[src/rtl/ddp_pkg.sv]
package ddp_pkg;
  localparam int INSTR_W = 16;
  localparam int OP_W    = 4;
  localparam int IMM_W   = INSTR_W - OP_W;

  // low three opcode bits are the result select, no table between
  typedef enum logic [2:0] {
    SEL_ACC   = 3'd0,
    SEL_IMM   = 3'd1,
    SEL_ADDI  = 3'd2,
    SEL_LDM   = 3'd3,
    SEL_ADDM  = 3'd4,
    SEL_SUBM  = 3'd5,
    SEL_LOGIC = 3'd6,
    SEL_STORE = 3'd7
  } sel_e;

  typedef enum logic [1:0] {
    LOG_AND = 2'd0,
    LOG_OR  = 2'd1,
    LOG_XOR = 2'd2,
    LOG_SHL = 2'd3
  } log_e;

  localparam logic [OP_W-1:0] OP_JMP  = 4'hC;
  localparam logic [OP_W-1:0] OP_RET  = 4'hD;
  localparam logic [OP_W-1:0] OP_CALL = 4'hE;
  localparam logic [OP_W-1:0] OP_NOP  = 4'hF;
endpackage

[src/rtl/ddp_ram.sv]
module ddp_ram #(
  parameter int WIDTH = 16,
  parameter int AW    = 6
) (
  input  logic             clk,
  input  logic             we,
  input  logic [AW-1:0]    waddr,
  input  logic [WIDTH-1:0] wdata,
  input  logic [AW-1:0]    raddr,
  output logic [WIDTH-1:0] rdata
);
  localparam int DEPTH = 1 << AW;

  logic [WIDTH-1:0] mem [DEPTH];

  always_ff @(posedge clk) begin
    if (we) begin
      mem[waddr] <= wdata;
    end
  end

  assign rdata = mem[raddr];
endmodule

[src/rtl/ddp_decode.sv]
module ddp_decode
  import ddp_pkg::*;
(
  input  logic [OP_W-1:0] opcode,
  output sel_e            sel,
  output logic            acc_we,
  output logic            mem_we,
  output logic            jcond,
  output logic            uncond,
  output logic            is_call,
  output logic            is_ret
);
  logic special;
  logic is_nop;

  always_comb begin
    sel     = sel_e'(opcode[2:0]);
    special = opcode[3] & opcode[2];
    is_nop  = (opcode == OP_NOP);
    uncond  = (opcode == OP_JMP);
    is_call = (opcode == OP_CALL);
    is_ret  = (opcode == OP_RET);
    jcond   = opcode[3] & ~opcode[2];
    acc_we  = ~special;
    mem_we  = (sel == SEL_STORE) & ~is_nop;
  end
endmodule

[src/rtl/ddp_alu.sv]
module ddp_alu
  import ddp_pkg::*;
#(
  parameter int DATA_W = 12
) (
  input  sel_e              sel,
  input  logic [DATA_W-1:0] acc,
  input  logic [IMM_W-1:0]  imm,
  input  logic [DATA_W-1:0] mem_word,
  output logic [DATA_W-1:0] result
);
  logic [DATA_W-1:0] imm_ext;
  logic [DATA_W-1:0] logic_res;
  log_e              lop;

  always_comb begin
    imm_ext = DATA_W'(imm);
    lop     = log_e'(imm[IMM_W-1 -: 2]);
    case (lop)
      LOG_AND: logic_res = acc & mem_word;
      LOG_OR:  logic_res = acc | mem_word;
      LOG_XOR: logic_res = acc ^ mem_word;
      default: logic_res = {acc[DATA_W-2:0], 1'b0};
    endcase
  end

  always_comb begin
    case (sel)
      SEL_IMM:   result = imm_ext;
      SEL_ADDI:  result = acc + imm_ext;
      SEL_LDM:   result = mem_word;
      SEL_ADDM:  result = acc + mem_word;
      SEL_SUBM:  result = acc - mem_word;
      SEL_LOGIC: result = logic_res;
      default:   result = acc;
    endcase
  end
endmodule

[src/rtl/ddp_seq.sv]
module ddp_seq #(
  parameter int PC_W = 6
) (
  input  logic            clk,
  input  logic            rst_n,
  input  logic            run,
  input  logic            jcond,
  input  logic            zero,
  input  logic            uncond,
  input  logic            is_call,
  input  logic            is_ret,
  input  logic [PC_W-1:0] target,
  output logic [PC_W-1:0] pc
);
  logic [PC_W-1:0] pc_q, pc_d;
  logic [PC_W-1:0] ret_q, ret_d;
  logic [PC_W-1:0] pc_inc;

  always_comb begin
    pc_inc = pc_q + PC_W'(1);
    pc_d   = pc_q;
    ret_d  = ret_q;
    if (run) begin
      if (uncond || is_call || (jcond && zero)) begin
        pc_d = target;
      end else if (is_ret) begin
        pc_d = ret_q;
      end else begin
        pc_d = pc_inc;
      end
      if (is_call) begin
        ret_d = pc_inc;
      end
    end
  end

  always_ff @(posedge clk or negedge rst_n) begin
    if (!rst_n) begin
      pc_q  <= '0;
      ret_q <= '0;
    end else begin
      pc_q  <= pc_d;
      ret_q <= ret_d;
    end
  end

  assign pc = pc_q;

  assert_pc_step_R5: assert property (@(posedge clk) disable iff (!rst_n)
    run && !uncond && !is_call && !is_ret && !(jcond && zero)
      |=> pc_q == $past(pc_q) + PC_W'(1));

  assert_uncond_jump_R7: assert property (@(posedge clk) disable iff (!rst_n)
    run && uncond |=> pc_q == $past(target));

  assert_call_link_R8: assert property (@(posedge clk) disable iff (!rst_n)
    run && is_call |=> (ret_q == $past(pc_q) + PC_W'(1)) && (pc_q == $past(target)));

  assert_return_R8: assert property (@(posedge clk) disable iff (!rst_n)
    run && is_ret |=> pc_q == $past(ret_q));

  assert_pc_hold_R10: assert property (@(posedge clk) disable iff (!rst_n)
    !run |=> $stable(pc_q) && $stable(ret_q));
endmodule

[src/rtl/ddp_core.sv]
module ddp_core
  import ddp_pkg::*;
#(
  parameter int DATA_W  = 12,
  parameter int PC_W    = 6,
  parameter int DADDR_W = 4
) (
  input  logic               clk,
  input  logic               rst_n,
  input  logic               run,
  input  logic               prog_we,
  input  logic [PC_W-1:0]    prog_addr,
  input  logic [INSTR_W-1:0] prog_data,
  input  logic               data_we,
  input  logic [DADDR_W-1:0] data_addr,
  input  logic [DATA_W-1:0]  data_wdata,
  output logic [DATA_W-1:0]  data_rdata,
  output logic [PC_W-1:0]    pc_o,
  output logic [DATA_W-1:0]  acc_o
);
  logic [INSTR_W-1:0] instr;
  logic [OP_W-1:0]    opcode;
  logic [IMM_W-1:0]   imm;
  sel_e               sel;
  logic               acc_we, mem_we, jcond, uncond, is_call, is_ret;
  logic               zero;
  logic [DATA_W-1:0]  acc_q, acc_d, result;
  logic [PC_W-1:0]    pc;
  logic               dm_we;
  logic [DADDR_W-1:0] dm_addr;
  logic [DATA_W-1:0]  dm_wdata, dm_rdata;

  ddp_ram #(.WIDTH(INSTR_W), .AW(PC_W)) u_imem (
    .clk(clk), .we(prog_we), .waddr(prog_addr), .wdata(prog_data),
    .raddr(pc), .rdata(instr)
  );

  assign opcode = instr[INSTR_W-1 -: OP_W];
  assign imm    = instr[IMM_W-1:0];

  ddp_decode u_dec (
    .opcode(opcode), .sel(sel), .acc_we(acc_we), .mem_we(mem_we),
    .jcond(jcond), .uncond(uncond), .is_call(is_call), .is_ret(is_ret)
  );

  // data array belongs to the core while running, to the load port otherwise
  always_comb begin
    if (run) begin
      dm_we    = mem_we;
      dm_addr  = imm[DADDR_W-1:0];
      dm_wdata = acc_q;
    end else begin
      dm_we    = data_we;
      dm_addr  = data_addr;
      dm_wdata = data_wdata;
    end
  end

  ddp_ram #(.WIDTH(DATA_W), .AW(DADDR_W)) u_dmem (
    .clk(clk), .we(dm_we), .waddr(dm_addr), .wdata(dm_wdata),
    .raddr(dm_addr), .rdata(dm_rdata)
  );

  ddp_alu #(.DATA_W(DATA_W)) u_alu (
    .sel(sel), .acc(acc_q), .imm(imm), .mem_word(dm_rdata), .result(result)
  );

  assign zero = (acc_q == '0);

  ddp_seq #(.PC_W(PC_W)) u_seq (
    .clk(clk), .rst_n(rst_n), .run(run), .jcond(jcond), .zero(zero),
    .uncond(uncond), .is_call(is_call), .is_ret(is_ret),
    .target(imm[PC_W-1:0]), .pc(pc)
  );

  always_comb begin
    acc_d = acc_q;
    if (run && acc_we) begin
      acc_d = result;
    end
  end

  always_ff @(posedge clk or negedge rst_n) begin
    if (!rst_n) begin
      acc_q <= '0;
    end else begin
      acc_q <= acc_d;
    end
  end

  assign data_rdata = dm_rdata;
  assign pc_o       = pc;
  assign acc_o      = acc_q;

  assert_acc_hold_R10: assert property (@(posedge clk) disable iff (!rst_n)
    !run |=> $stable(acc_q));

  assert_nop_keeps_acc_R9: assert property (@(posedge clk) disable iff (!rst_n)
    run && opcode == OP_NOP |=> $stable(acc_q));

  assert_store_keeps_acc_R4: assert property (@(posedge clk) disable iff (!rst_n)
    run && opcode == 4'h7 |=> $stable(acc_q));

  assert_load_literal_R2: assert property (@(posedge clk) disable iff (!rst_n)
    run && opcode == 4'h1 |=> acc_q == DATA_W'($past(imm)));

  assert_special_no_write_R8: assert property (@(posedge clk) disable iff (!rst_n)
    run && (is_call || is_ret || uncond) |=> $stable(acc_q));
endmodule

[config.mk]
export PLATFORM = sky130hd
export DESIGN_NAME = ddp_core
export DESIGN_NICKNAME = d
export VERILOG_FILES = /design/src/rtl/ddp_pkg.sv /design/src/rtl/ddp_ram.sv /design/src/rtl/ddp_decode.sv /design/src/rtl/ddp_alu.sv /design/src/rtl/ddp_seq.sv /design/src/rtl/ddp_core.sv
export SDC_FILE = /design/constraint.sdc
export NUM_CORES = 1
export LEC_CHECK = 0
export ABC_AREA = 1
export ABC_CLOCK_PERIOD_IN_PS = 9900
export BUFFER_PORTS_ARGS = -buffer_cell sky130_fd_sc_hd__buf_4
export CAP_MARGIN = 20
export CORE_MARGIN = 1
export CORE_UTILIZATION = 40
export DETAILED_ROUTE_END_ITERATION = 10
export HOLD_SLACK_MARGIN = 0.03
export MAX_ROUTING_LAYER = met4
export PLACE_DENSITY = 0.54
export SYNTH_ARGS = -nofsm -noshare
export SYNTH_HDL_FRONTEND = slang
export SYNTH_SLANG_ARGS = --single-unit
[constraint.sdc]
create_clock -name clk -period 9.9 [get_ports clk]
set_input_delay 2.97 -clock clk [delete_from_list [all_inputs] [get_ports clk]]
set_output_delay 2.97 -clock clk [all_outputs]
set_load 0.02 [all_outputs]
==> results by group, run 1 <==
Critical path
  – Worst r2r path cells: 45
  – CP arrival: 5.78 ns
  – Worst path top cell family by delay: buffers and inverters
  – R2r endpoint: acc_o[11]
  – Critical path's slowest cell: inv_2
  – Crit-path max FO: 83
  – CP endpoint kind: primary output
  – Cell mode on critical path: nand2_1
  – WP data required: 6.93 ns
  – Setup crit start kind: flop
  – CP peak stage delay: around 0.65 ns
  – Cell Chain, Critical Path: buf_12 -> inv_2 -> nand2_2 -> inv_2 -> buf_4 -> nand2_1 -> nand3_1 -> nand3_1 -> nand2_2 -> nand2_1 -> nand2_2 -> inv_2 -> nor2_1 -> a22oi_1 -> nand2_1 -> nand2_1 -> nand2_1 -> nor2_2 -> inv_1 -> buf_4
  – Worst R2R Setup Slack: 1.85 ns
  – CP Buf/Inv Count: 7
  – Worst r2r src: u_seq.pc[0]
  – Kind of critical path: reg -> out

Timing
  – Setup TNS: 0 ns
  – Max Clock Skew: 0.05850 ns
  – Crit path time final: 8.748 ns
  – Slew Limit Fails: 0
  – Maximum clock rate: about 110 MHz
  – Slew HR: a little under a quarter
  – Hold slack: between 0.5 and 0.6 ns
  – Slew @ Worst Pin: approximately 1.1 ns
  – RSZ-0062 raised after global routing: false
  – Crit share post-route: 88.36%
  – Fin. Hold Viols: 0
  – Setup violators final: 0

Synth
  – Synthesized instance count: between 4000 and 5000
  – Post-synthesis sequential area ratio: 71.37%
  – Yosys warning count: 0
  – Synthesized area per cell: 12.02 sq um
  – Asr flop ratio synth: a little under 2%
  – Syn_nets: 4406
  – Post-Syn Area: 52010 sq um
  – Number of flops mapped to enable cells by yosys: 1216
  – Post-synth cell types: 49
  – Top_reg_cell synth: edfxtp_1
  – Yosys reg bits: 1240

Placement
  – Buffers on Ports: 72
  – Half-perimeter wire length after placement: 88860 um
  – GPL Wtd Cong: 0.8915

GRT
  – Initial antenna violation count: 8
  – Overflow after GRT: 0
  – GRT Total Usage: 23.65%
  – Largest net degree at the start of global routing: 150
  – Global-route wire length before repair: 223200 um
  – Vias in the first global route: about 32000

Detailed routing
  – Vias after detailed routing: 34680
  – Drt pass-1 iters: 6
  – Final wirelength: about 150000 um
  – Initial DRC count: between 3000 and 4000
  – Vias per cell: 5.552
  – # DRC: 0
  – Post-route ant nets: 0
  – Routed WL per cell: between 20 and 25 um

Die
  – # IOs: 73
  – Site Rows: 131
  – Die area: 131500 sq um
  – Initial Util: 40.52%
  – Core box area: 128300 sq um
  – Die H: ~360 um
  – Die width: about 360 um

Clock tree
  – CTS Buf Count: approximately 140
  – Post-CTS Resized: 0
  – Post-CTS setup buffers: 0
  – Htree depth: 4
  – CTS hold repair buffers: 0
  – Worst-Skew Late Latency: roughly 0.77 ns
  – Clock sinks: 1240
  – Clk slew on worst S/H paths: 0.06 ns
  – Root buffer cell: clkbuf_16
  – Max Buffers Root-to-Sink: 3
  – CTS tree: built

Hold path
  – Min-Delay Path Class: reg -> reg
  – Hold Path End: u_seq.ret_q[4]
  – Min-delay src: u_seq.ret_q[4]
  – Hold path cells: 2

Status
  – Status: finished clean

Finish
  – Commonest non-fill, non-tap cells in the layout: edfxtp_1 (1216), nand2_1 (890), nor2_1 (475)
  – Nets@finish: 4489
  – Number of fill cells: 11510
  – Layout cells sized above 1: 10.88%
  – Most common cell after layout, fill and taps aside: edfxtp_1
  – Area Growth Syn to Fin: 13.16%

Power and ir drop
  – Cell Pwr Density: 324.8 nW/um^2
  – VDD IR-drop max: 0.2108 mV
  – Static leakage: 0.02032 uW

Flow run
  – Max Cap Violations: 0
[where the power goes]
group	switching [uW]	internal (uW)	total, uW	leakage, uW
Sequential	139	5980	6120	0.0112
Clock	2100	2820	4920	0.00209
Combinational	5830	2240	8070	0.00698
[synth_stat cells (2+ instances only)]
cell | number | area (sq um)
buf_1 | 13 | 48.80
nor2_2 | 17 | 106.4
edfxtp_1 | 1216 | 36520
o2111ai_1 | 6 | 52.55
buf_4 | 44 | 330.3
nor2_1 | 498 | 1869
inv_2 | 12 | 45.04
nor4_1 | 4 | 25.02
nand4_1 | 50 | 312.8
buf_6 | 28 | 315.3
o22ai_1 | 117 | 732.0
inv_1 | 119 | 446.7
o221ai_1 | 87 | 762.0
nand2_1 | 892 | 3348
or2_2 | 5 | 31.28
o211ai_1 | 32 | 240.2
o21ai_1 | 30 | 150.1
a22oi_1 | 9 | 67.56
a21oi_1 | 64 | 320.3
nand2_2 | 9 | 56.30
dfrtp_1 | 24 | 600.6
nand3_2 | 4 | 40.04
nand3b_1 | 3 | 22.52
xor2_1 | 17 | 148.9
a31oi_1 | 2 | 12.51
nand3_1 | 335 | 1677
nor2_4 | 3 | 33.78
ha_1 | 36 | 450.4
o21bai_1 | 5 | 37.54
buf_2 | 102 | 510.5
nor3_1 | 18 | 90.09
o21ai_0 | 430 | 2152
clkbuf_1 | 79 | 296.5
[worst min-delay path: stages, from the launching register on]
cell and delay (ns):
dfrtp_1 0.34, nor2_1 0.05, a21oi_1 0.10
[layout make-up]
class	instances	area (sq um)	area share (%)
clock buffers	172	3633	6.174
inverters	133	523.0	0.8887
multi-input cells	2687	12990	22.07
clock inverters	69	653.1	1.110
well taps	1729	2163	3.676
diodes	6	15.01	0.02551
repair buffers	210	1747	2.968
flip-flops and latches	1240	37130	63.09
[flip-flops by register name, summed over array words and instances (netlist names)]
signal	cells
u_dmem.mem	192
u_seq.ret_q	6
u_imem.mem	1024
acc_o	12
u_seq.pc	6
[per-stage QoR]
stage          cells  utilization [%]  worst slack [ns]  cell area, sq um  power (uW)
2_1_floorplan   4326                -             2.353             52010       11400
3_3_place_gp    5988            42.40             1.526             54420       14190
3_5_place_dp    5990            42.42             1.433             54440       14210
4_1_cts         6231            45.76             1.175             58730       19120
5_1_grt         6244            45.85            0.8836             58850       20110
6_report        6246            45.86             1.152             58850       19110
[worst max path at each step]
stage | slack [ns] | from | endpoint | cells past startpoint
floorplan | 2.35 | run | data_rdata[11] | 12
global placement | 1.53 | run | acc_o[11] | 35
detailed placement | 1.43 | run | acc_o[11] | 34
CTS | 1.18 | u_seq.pc[2] | data_rdata[11] | 20
global route | 0.88 | u_seq.pc[2] | data_rdata[11] | 20
finish | 1.15 | u_seq.pc[2] | data_rdata[11] | 20
[per-layer routing]
metal  vias to the layer above  part of all wire, %  GRT usage, %
li1                      15800                    -             -
met4                         0                  2.1         6.197
met5                         -                    0             -
met1                     17520                   45         33.60
met2                      1150                   46         35.59
met3                       210                  6.4         3.460
[cells by family after synthesis]
| logic type | share of synthesized area [%] |
|---|---|
| AND/OR/NAND/NOR | 14.73 |
| flip-flops | 71.37 |
| AO/OA/AOI/OAI | 8.849 |
| buffers and inverters | 3.852 |
| adder cells (fa/ha/maj) | 0.9046 |
| XOR/XNOR | 0.3031 |
Power figures use the tool's default switching activity.
==> inputs of run 2 (changes only) <==
--- a/config.mk
+++ b/config.mk
@@ -9,12 +9,14 @@
 export ABC_CLOCK_PERIOD_IN_PS = 9900
 export BUFFER_PORTS_ARGS = -buffer_cell sky130_fd_sc_hd__buf_4
 export CAP_MARGIN = 20
+export CELL_PAD_IN_SITES_DETAIL_PLACEMENT = 0
+export CELL_PAD_IN_SITES_GLOBAL_PLACEMENT = 1
 export CORE_MARGIN = 1
 export CORE_UTILIZATION = 40
 export DETAILED_ROUTE_END_ITERATION = 10
 export HOLD_SLACK_MARGIN = 0.03
 export MAX_ROUTING_LAYER = met4
-export PLACE_DENSITY = 0.54
+export PLACE_DENSITY = 0.63
 export SYNTH_ARGS = -nofsm -noshare
 export SYNTH_HDL_FRONTEND = slang
 export SYNTH_SLANG_ARGS = --single-unit
==> results by group, run 2 (same netlist as run 1, synthesis figures left out) <==
Clock tree
  – Worst-Skew Late Latency: 0.76 ns (about the same)
  – Clock sinks: 1240 (unchanged)
  – Root buffer cell: clkbuf_16
  – Post-CTS Resized: 0 (unchanged)
  – Post-CTS setup buffers: 0 (unchanged)
  – CTS Buf Count: 135 (-1.5%)
  – CTS hold repair buffers: 0 (unchanged)
  – Max Buffers Root-to-Sink: 3 (unchanged)
  – Clk slew on worst S/H paths: 0.06 ns (about the same)
  – CTS tree: built
  – Htree depth: 4 (unchanged)

Power and ir drop
  – Net Sw Power: 8034 uW (-0.46%)
  – Flop pwr share: 32.2% (+0.2 points)
  – Static leakage: 0.02034 uW (+0.11%)
  – Cell Pwr Density: 324.0 nW/um^2 (-0.24%)
  – Switching Share: 42.14% (-0.087 points)
  – VDD IR-drop max: 0.2310 mV (+9.6%)
  – Tot Pwr: 19070 uW (-0.25%)
  – Logic pwr share: 42.1% (about the same)
  – Clock share of power: 25.7% (about the same)
  – Power Internal: 11030 uW (-0.11%)

Critical path
  – CP endpoint kind: primary output
  – Setup crit start kind: flop
  – Kind of critical path: reg -> out
  – Crit-path max FO: 198 (+140%)
  – WP data required: 6.93 ns (about the same)
  – CP arrival: 5.77 ns (about the same)

Timing
  – Max Clock Skew: 0.02615 ns (-0.03235 ns)
  – Crit path time final: 8.739 ns (-0.008390 ns)
  – Crit share post-route: 88.28% (about the same)
  – Slew @ Worst Pin: 1.139 ns (-0.006047 ns)
  – Slew HR: 24.00% (+0.60 points)
  – Setup violators final: 0 (unchanged)
  – RSZ-0062 raised after global routing: false
  – Slew Limit Fails: 0 (unchanged)
  – Setup TNS: 0 ns (unchanged)
  – Fin. Hold Viols: 0 (unchanged)
  – Hold slack: 0.5297 ns (-0.001983 ns)
  – Maximum clock rate: 114.4 MHz (about the same)

Die
  – Die width: 362.6 um (unchanged)
  – Initial Util: 40.52% (unchanged)
  – Die area: 131500 sq um (unchanged)
  – # IOs: 73 (unchanged)
  – Site Rows: 131 (unchanged)
  – Core box area: 128300 sq um (unchanged)
  – Die H: 362.6 um (unchanged)

Finish
  – Most common cell after layout, fill and taps aside: edfxtp_1
  – Finished Layout Cells: 6253 (+0.11%)
  – Nets@finish: 4498 (+0.20%)
  – Layout cells sized above 1: 11.28% (+0.39 points)
  – Commonest non-fill, non-tap cells in the layout: edfxtp_1 (1216), nand2_1 (890), nor2_1 (470)
  – Area Growth Syn to Fin: 13.14% (about the same)
  – Max reg flops: 1024 (unchanged)
  – Fin util: 45.85% (about the same)
  – Largest Register: u_imem.mem

Placement
  – Buffers on Ports: 72 (unchanged)
  – GPL Wtd Cong: 0.8894 (-0.24%)
  – Half-perimeter wire length after placement: 88780 um (about the same)
  – DP Cell Count: 6008 (+0.30%)

Detailed routing
  – Post-route ant nets: 0 (unchanged)
  – Initial DRC count: 3224 (-19%)
  – Drt pass-1 iters: 6 (unchanged)
  – Final wirelength: 155100 um (+2.1%)
  – Routed WL per cell: 24.81 um (+2.0%)
  – Vias per cell: 5.480 (-1.3%)
  – # DRC: 0 (unchanged)
  – Vias after detailed routing: 34270 (-1.2%)

GRT
  – Vias in the first global route: 32540 (+0.43%)
  – Largest net degree at the start of global routing: 199 (+33%)
  – Global-route wire length before repair: 226500 um (+1.5%)
  – Initial antenna violation count: 4 (-4)
  – GRT Total Usage: 24.16% (+0.50 points)
  – Overflow after GRT: 0 (unchanged)

Flow run
  – Max Cap Violations: 0 (unchanged)

Status
  – Status: finished clean

Hold path
  – Min-Delay Path Class: reg -> reg
## run 2: cell types whose count changed in the layout (fill, tap and decap cells not counted), sizes merged
cell      change
buf          +12
inv           -5
diode         -4
clkinv        +2
clkbuf        +1
clkinvlp      +1
## run 2: path summary, 6_finish.rpt
kind                                startpoint        endpoint  slack [ns]  cells past startpoint
min in group asynchronous                rst_n        acc_o[1]        2.12                      1
worst max register to register     u_seq.pc[2]       acc_o[11]        1.88                     43
max in group asynchronous                rst_n     u_seq.pc[2]        7.46                      1
worst min register to register  u_seq.ret_q[3]  u_seq.ret_q[3]        0.53                      2
worst min-delay path            u_seq.ret_q[3]  u_seq.ret_q[3]        0.53                      2
worst max-delay path               u_seq.pc[0]  data_rdata[11]        1.16                     20
## run 2: critical path: stages (launching register included)
cell and delay, ns:
dfrtp_4 0.61, inv_16 0.45, buf_4 0.46, nand2_1 0.09, nand3_1 0.08, nand3_1 0.08, nand3_1 0.16, nand3_1 0.15
nand3_1 0.20, nand2_2 0.20, nand2_1 0.13, nand2_2 0.06, inv_2 0.69, nor2_1 0.27, a22oi_1 0.23, nand2_1 0.07
nand2_1 0.06, nand2_1 0.06, nor2_2 0.22, inv_1 0.17, buf_4 0.19
## run 2: power groups by stage
stage / logic [uW] / registers [uW] / clock network (uW)
after detailed placement: 8010 / 6250 / 0
after global routing: 8780 / 6150 / 5160
after CTS: 8040 / 6140 / 4990
final: 8020 / 6140 / 4900
after global placement: 8020 / 6260 / 0
after floorplan: 5220 / 6180 / 0
## run 2: metal layers
layer  up-vias  track usage [%]  part of all wire (%)
li1      15820                -                     -
met1     17210            33.84                    46
met2      1010            36.84                    46
met3       222            3.002                   5.5
met4         0            7.330                   2.7
met5         -                -                     0
## run 2: final cells by class
cell class / count / area [sq um]
timing repair buffer: 221 / 1748
sequential: 1240 / 37130
clock buffer: 174 / 3674
clock inverter: 67 / 590.6
multi-input combinational: 2687 / 13010
tap: 1729 / 2163
fill: 11680 / 69500
antenna: 2 / 5.005
inverter: 133 / 523.0
## run 2: through the flow
step | area (sq um) | worst slack (ns)
2_1_floorplan | 52010 | 2.353
3_3_place_gp | 54500 | 1.293
3_5_place_dp | 54540 | 1.128
4_1_cts | 58810 | 1.209
5_1_grt | 58840 | 0.9139
6_report | 58840 | 1.161
